<file path="src/rtl/span_chk_pkg.sv">
package span_chk_pkg;
  typedef enum logic [2:0] {
    FK_NONE  = 3'd0,
    FK_LEN   = 3'd1,
    FK_PROT  = 3'd2,
    FK_XLATE = 3'd3,
    FK_ADDR  = 3'd4
  } faultKind_t;

  typedef struct packed {
    logic       load;
    logic       store;
    logic       finish;
    faultKind_t kind;
  } ctrlStrobe_t;

  typedef struct packed {
    logic lenBad;
    logic protHit;
    logic lastPage;
    logic addrBad;
  } dpFlags_t;
endpackage

</file>
<file path="src/rtl/span_chk_dp.sv">
module span_chk_dp
  import span_chk_pkg::*;
#(
  parameter int ADDR_W    = 32,
  parameter int LEN_W     = 16,
  parameter int MAX_PAGES = 4,
  parameter int PAGE_BITS = 12,
  localparam int IDX_W    = $clog2(MAX_PAGES + 1),
  localparam int SUM_W    = ((LEN_W > PAGE_BITS) ? LEN_W : PAGE_BITS) + 1
) (
  input  logic                        clk,
  input  logic                        rst_n,
  input  ctrlStrobe_t                 strb,
  output dpFlags_t                    flags,
  input  logic [ADDR_W-1:0]           startAddr,
  input  logic [LEN_W-1:0]            accLen,
  input  logic                        isWrite,
  input  logic                        protEnable,
  input  logic                        xlateOn,
  input  logic                        privateSpace,
  input  logic [ADDR_W-1:0]           memSize,
  input  logic [7:0]                  xlCode,
  input  logic [ADDR_W-1:0]           xlPaddr,
  output logic [ADDR_W-1:0]           xlVaddr,
  output logic [2:0]                  faultKind,
  output logic [7:0]                  excCode,
  output logic [IDX_W-1:0]            failIdx,
  output logic [SUM_W-1:0]            pageCount,
  output logic [PAGE_BITS-1:0]        pageOffset,
  output logic [MAX_PAGES*ADDR_W-1:0] pageBuf
);
  localparam logic [ADDR_W-1:0] PAGE_SIZE = ADDR_W'(1) << PAGE_BITS;
  localparam logic [ADDR_W-1:0] WIN_LEN   = ADDR_W'(512);
  localparam logic [ADDR_W-1:0] OFF_MASK  = PAGE_SIZE - ADDR_W'(1);

  logic [ADDR_W-1:0] curAddr;
  logic [SUM_W-1:0]  cntReg;
  logic [IDX_W-1:0]  idx;
  logic              lenZero;
  logic              protActive;
  logic [ADDR_W-1:0] bufMem [MAX_PAGES];
  logic [SUM_W-1:0]  sumNext;
  logic [ADDR_W-1:0] paddrBase;
  logic              inWindow;

  assign sumNext   = SUM_W'(startAddr[PAGE_BITS-1:0]) + SUM_W'(accLen) - SUM_W'(1);
  assign paddrBase = xlPaddr & ~OFF_MASK;
  assign inWindow  = (curAddr < WIN_LEN) ||
                     ((curAddr >= PAGE_SIZE) && (curAddr < PAGE_SIZE + WIN_LEN));

  assign flags.lenBad   = lenZero || (cntReg > SUM_W'(MAX_PAGES));
  assign flags.protHit  = protActive && inWindow;
  assign flags.lastPage = (SUM_W'(idx) + SUM_W'(1)) == cntReg;
  assign flags.addrBad  = paddrBase >= memSize;

  assign xlVaddr   = curAddr & ~OFF_MASK;
  assign pageCount = cntReg;

  always_ff @(posedge clk or negedge rst_n) begin
    if (!rst_n) begin
      curAddr    <= '0;
      cntReg     <= '0;
      idx        <= '0;
      lenZero    <= 1'b0;
      protActive <= 1'b0;
      pageOffset <= '0;
      faultKind  <= '0;
      excCode    <= '0;
      failIdx    <= '0;
    end else begin
      if (strb.load) begin
        curAddr    <= startAddr;
        cntReg     <= (sumNext >> PAGE_BITS) + SUM_W'(1);
        idx        <= '0;
        lenZero    <= (accLen == '0);
        protActive <= isWrite && protEnable && (!xlateOn || !privateSpace);
        pageOffset <= startAddr[PAGE_BITS-1:0];
      end
      if (strb.store) begin
        idx     <= idx + IDX_W'(1);
        curAddr <= curAddr + PAGE_SIZE;
      end
      if (strb.finish) begin
        faultKind <= strb.kind;
        excCode   <= (strb.kind == FK_XLATE) ? xlCode : 8'd0;
        failIdx   <= idx;
      end
    end
  end

  for (genvar i = 0; i < MAX_PAGES; i++) begin : g_buf
    always_ff @(posedge clk or negedge rst_n) begin
      if (!rst_n) bufMem[i] <= '0;
      else if (strb.store && (idx == IDX_W'(i))) bufMem[i] <= paddrBase;
    end
    assign pageBuf[i*ADDR_W +: ADDR_W] = bufMem[i];
  end


  store_len_chk: assert property (@(posedge clk) disable iff (!rst_n)
    strb.store |-> !flags.lenBad);

  ok_last_chk: assert property (@(posedge clk) disable iff (!rst_n)
    (strb.finish && strb.kind == FK_NONE) |-> flags.lastPage);

  prot_active_chk: assert property (@(posedge clk) disable iff (!rst_n)
    (strb.finish && strb.kind == FK_PROT) |-> protActive);
endmodule

</file>
<file path="config.mk">
export PLATFORM = sky130hd
export DESIGN_NAME = span_chk_dp
export DESIGN_NICKNAME = d
export VERILOG_FILES = /design/src/rtl/span_chk_pkg.sv /design/src/rtl/span_chk_dp.sv
export SDC_FILE = /design/constraint.sdc
export NUM_CORES = 1
export LEC_CHECK = 0
export ABC_AREA = 1
export BUFFER_PORTS_ARGS = -buffer_cell sky130_fd_sc_hd__buf_2
export CAP_MARGIN = 20
export CORE_ASPECT_RATIO = 0.5
export CORE_MARGIN = 2
export CORE_UTILIZATION = 44
export CTS_CLUSTER_DIAMETER = 200
export CTS_CLUSTER_SIZE = 8
export DETAILED_ROUTE_END_ITERATION = 10
export GPL_TIMING_DRIVEN = 0
export HOLD_SLACK_MARGIN = 0.08
export PLACE_DENSITY = 0.82
export SYNTH_ARGS = -nofsm -noshare
export SYNTH_HDL_FRONTEND = slang
export SYNTH_SLANG_ARGS = --single-unit
</file>
<file path="constraint.sdc">
create_clock -name clk -period 1.65 [get_ports clk]
set_clock_uncertainty 0.05 [all_clocks]
set_input_delay 0.165 -clock clk [delete_from_list [all_inputs] [get_ports clk]]
set_output_delay 0.165 -clock clk [all_outputs]
set_load 0.005 [all_outputs]
</file>
# Word level (Yosys, flattened, before mapping)
# Cells that the tools add are included.
# totals
reg_bits	160
latch_bits	0
ram_bits	0
mem_bits_ro	0
in_bits	132
output_inout_bits	207
memories	0
# classes
n_addsub	6
n_mul	0
div_mod_pow	0
order_cmp	5
eq_ne	5
shift	0
muxes	5
bitwise_logic	0
n_reduce_logical	16
# op_table
op	n
$mux 32	2
$add 32x13->32 const B	1
$ge 32x13->1 const B	1
$ge 32x32->1	1
$lt 32x10->1 const B	1
$lt 32x13->1 const B	1
$add 12x16->17	1
$eq 4x17->1	1
$gt 17x3->1 const B	1
$sub 17x1->17 const B	1
$logic_not 16->1	1
$eq 3x2->1 const B	3
$logic_and 1x1->1	8
$mux 8	1
$add 5x1->6 const B	1
$mux 3	2
$add 3x1->4 const B	1
$add 3x1->3 const B	1
$eq 3x1->1 const B	1
$logic_not 3->1	1
$logic_or 1x1->1	3
$logic_not 1->1	2
$reduce_bool 2->1	1

# Longest topological paths before layout
# depth
ltp_word	4
ltp_mapped	19
mapped_depth_nobuf	19

# Worst setup path before layout
# OpenSTA, ideal clock, no wires.
# synth_path
kind	input to register
from	in accLen[11]
to	reg cntReg[4] (netlist: pageCount[4])
t_arrival_ps	1957
required_time_ps	1483
path_slack_ps	-474
cell_stages	17
path_buffers	0
path_cell_list	inv_1 ha_1 inv_1 ha_1 nand2_1 inv_1 a21oi_1 nand2_1 inv_1 nand3_1 nand2_1 ha_1 inv_1 nor2_1 nand3_1 nand3_1 nand2_1
# synth_between
elab_chain_len	3
# synth_lines
element	line	source
start, declared	span_chk_dp.sv:16	input logic [LEN_W-1:0] accLen,
$add 12x16->17	span_chk_dp.sv:46	assign sumNext = SUM_W'(startAddr[PAGE_BITS-1:0]) + SUM_W'(accLen) - SUM_W'(1);
$sub 17x1->17	span_chk_dp.sv:46	
$add 5x1->6	span_chk_dp.sv:73	cntReg <= (sumNext >> PAGE_BITS) + SUM_W'(1);
end signal, assigned	span_chk_dp.sv:73	
end, declared	span_chk_dp.sv:37	logic [SUM_W-1:0] cntReg;
# Every way passes these cells.
# A chain may end at the register's enable or synchronous reset.

==> results.md <==
- Pins Over Slew Limit: 0
- Total number of H-tree levels: 4
- First-pass iteration count of the detailed router: 5
- GP Congestion: 0.871
- Inst Count DP: 1602
- RSZ-0062 raised after global routing: true
- Synth Cell Area: 8230 um2
- CTS buffer count: 17
- Syn. warnings: 0
- Critical path class: register to output port
- Antenna Violating Nets Remaining: 0
- Hold Startpoint: xlPaddr[20]
- Grt ovf: 0
- Clk pin slew, worst setup/hold paths: 70 ps
- Layout Nets: 1667
- Fillers: 1395
- Setup crit start kind: register
- Final Hold Fails: 0
- Finished Layout Cells: 1732
- Largest net degree at the start of global routing: 93
- Post-DP HPWL: 18.5 mm
- Number of flops mapped to enable cells by yosys: 0
- Synthesized area per cell: 7.93 um2
- Multi-input logic area: 4150 um2
- First-pass GRT wire length: 41.8 mm
- Clk Latency, worst-skew pair: 420 ps
- Fraction of registers with async set/reset: 1.00
- Core Footprint: 18300 um2
- Final setup viols: 18
- Final Cycle Share: 1.28
- Initial Utilization: 0.449
- Final WL: 27.7 mm
- Crit path DAT: 1900 ps
- Row cnt: 35
- Die height: 101 um
- Launch point of the worst path: curAddr[14]
- Area growth from synthesis to layout: 49.6%
- Worst endpoint required time: 1430 ps
- Status: finished, violations left
- Commonest non-fill, non-tap cells in the layout: 251 x buf_2, 237 x nand2_1, 136 x inv_1
- Worst rel slew slack: 0.516
- Number of remaining DRC errors: 0
- Synthesized instance count: 1038
- Failing checks: negative setup slack
- Routed vias/inst: 4.94
- Core Util, Final: 0.672
- Tmin final: 2110 ps
- Max Clk Rate: 0.473 GHz
- Number of antenna violations at the first check in global routing: 0
- Most used DFF post-synth: dfrtp_1
- Worst r2r src: curAddr[12]
- Area share of the largest cell type after synthesis: 0.425
- Clock Tree Buf Depth: 2
- Synth Register Bits: 140
- Reg area: 3510 um2
- Via count: 8563
- Post-synthesis sequential area ratio: 0.425
- Power density cells: 1120 nW/um2
- Peak VDD IR: 0.700 mV
- # diodes: 0
- Number of global-route vias before repair: 8363
- Slew at the pin closest to its max-slew limit: 724 ps
- Layout cells sized above 1: 0.372
- LEAKAGE: 6.70 nW
- Die area: 19900 um2
- Final worst slack: -464 ps
- Unique masters post-synth: 37
- Most common cell after layout, fill and taps aside: buf_2
- Ranking of synthesized cells by area: dfrtp_1 43%, nand2_1 12%, ha_1 8.5%
- Routed len/inst: 16.0 um
- Root Buffer: clkbuf_16
- Initial DRC count: 481
- Max-cap viol count: 0
- Worst Setup End Kind: output port
- Die X: 197 um
- Global Route Usage Sum: 0.270
- CP max FO: 6
- TritonCTS clock tree: yes
- Worst min path class: input port to register
- PortBufs: 253
- Synth area leader: dfrtp_1
- Top Ports: 339
- CTS sink cnt: 140
cell type report:
| type | count | share of cell area |
|---|---|---|
| tap | 240 | 0.0244 |
| timing repair buffer | 352 | 0.187 |
| inverter | 165 | 0.0525 |
| sequential | 140 | 0.285 |
| clock buffer | 18 | 0.0348 |
| clock inverter | 14 | 0.0123 |
| multi-input combinational | 682 | 0.337 |
| buffer | 121 | 0.0668 |
synthesized netlist by cell type, drive strengths merged, types with 2 or more instances:
master and count:
o22ai 13, nand3 41, dfrtp 140, xor2 9, nor4 8, o21ai 105, inv 165, a21oi 29
o211ai 13, ha 56, xnor2 2, clkbuf 25, nand4 14, buf 96, nand2 260, nor2 46
nor3 4, a22oi 2, mux2 2
report_power, final:
part	switching [W]	internal (W)	leakage (nW)	total, W
clock network	0.00171	0.00214	0.271	0.00384
logic	0.00247	0.00222	4.69	0.00469
registers	0.000766	0.00454	1.74	0.00531
total	0.00494	0.00890	6.70	0.0138
cell families after synthesis:
family,after synthesis,synth area share
compound gates,166,0.109
simple gates,376,0.193
xor+xnor,11,0.0117
flops,140,0.425
buf+inv,286,0.172
fa+ha+maj,56,0.0851
mux,2,0.00273
other cells,1,0.000455
timing repair:
action                                  in CTS  in global routing
hold buffers                                69                  0
gates resized for setup                     65                 80
endpoints found under the hold margin      147                  0
endpoints found under the setup margin      71                 76
pin swaps                                   42                 42
buffers inserted                            24                 10
layer usage:
metal | GRT usage | routed length [um] | vias up | share of wire
met5 | 0 | 0 | - | 0
met4 | 0.121 | 1040 | 0 | 0.038
met3 | 0.0542 | 1710 | 106 | 0.062
met2 | 0.481 | 13900 | 415 | 0.50
met1 | 0.321 | 11100 | 4011 | 0.40
li1 | - | - | 4031 | -
per-stage QoR:
step	power (W)	area (um2)	TNS (ps)	hold WS (ps)	setup slack, ps
finish	0.0138	12300	-2380	106	-464
global route	0.0147	12300	-4100	94.9	-503
CTS	0.0136	12100	-1540	87.3	-371
detailed placement	0.00939	10400	-9310	76.3	-630
global placement	0.00918	10300	-217510	325	-1530
floorplan	0.00734	8750	-753	-181	-260
final timing paths:
| check | end | slack, ps | cells past startpoint |
|---|---|---|---|
| setup / recovery | flags[2] | -460 | 4 |
| hold / removal | pageBuf[84] | 110 | 3 |
| setup reg to reg | curAddr[29] | -170 | 11 |
| hold reg to reg | pageOffset[11] | 430 | 2 |
| max in group asynchronous | curAddr[15] | 500 | 3 |
| min in group asynchronous | pageBuf[81] | 190 | 2 |
flip-flops by register name, summed over array words and instances (netlist names):
register,count
curAddr,23
lenZero,1
faultKind,3
idx,3
pageCount,6
pageBuf,80
pageOffset,12
failIdx,3
excCode,8
protActive,1
critical path, cell delays in order (launching register included):
cell,delay (ps)
dfrtp_2,490
nor3_2,250
nand4_1,240
nor4_4,310
buf_2,180
Note: power is estimated with default switching activity, not from simulation.
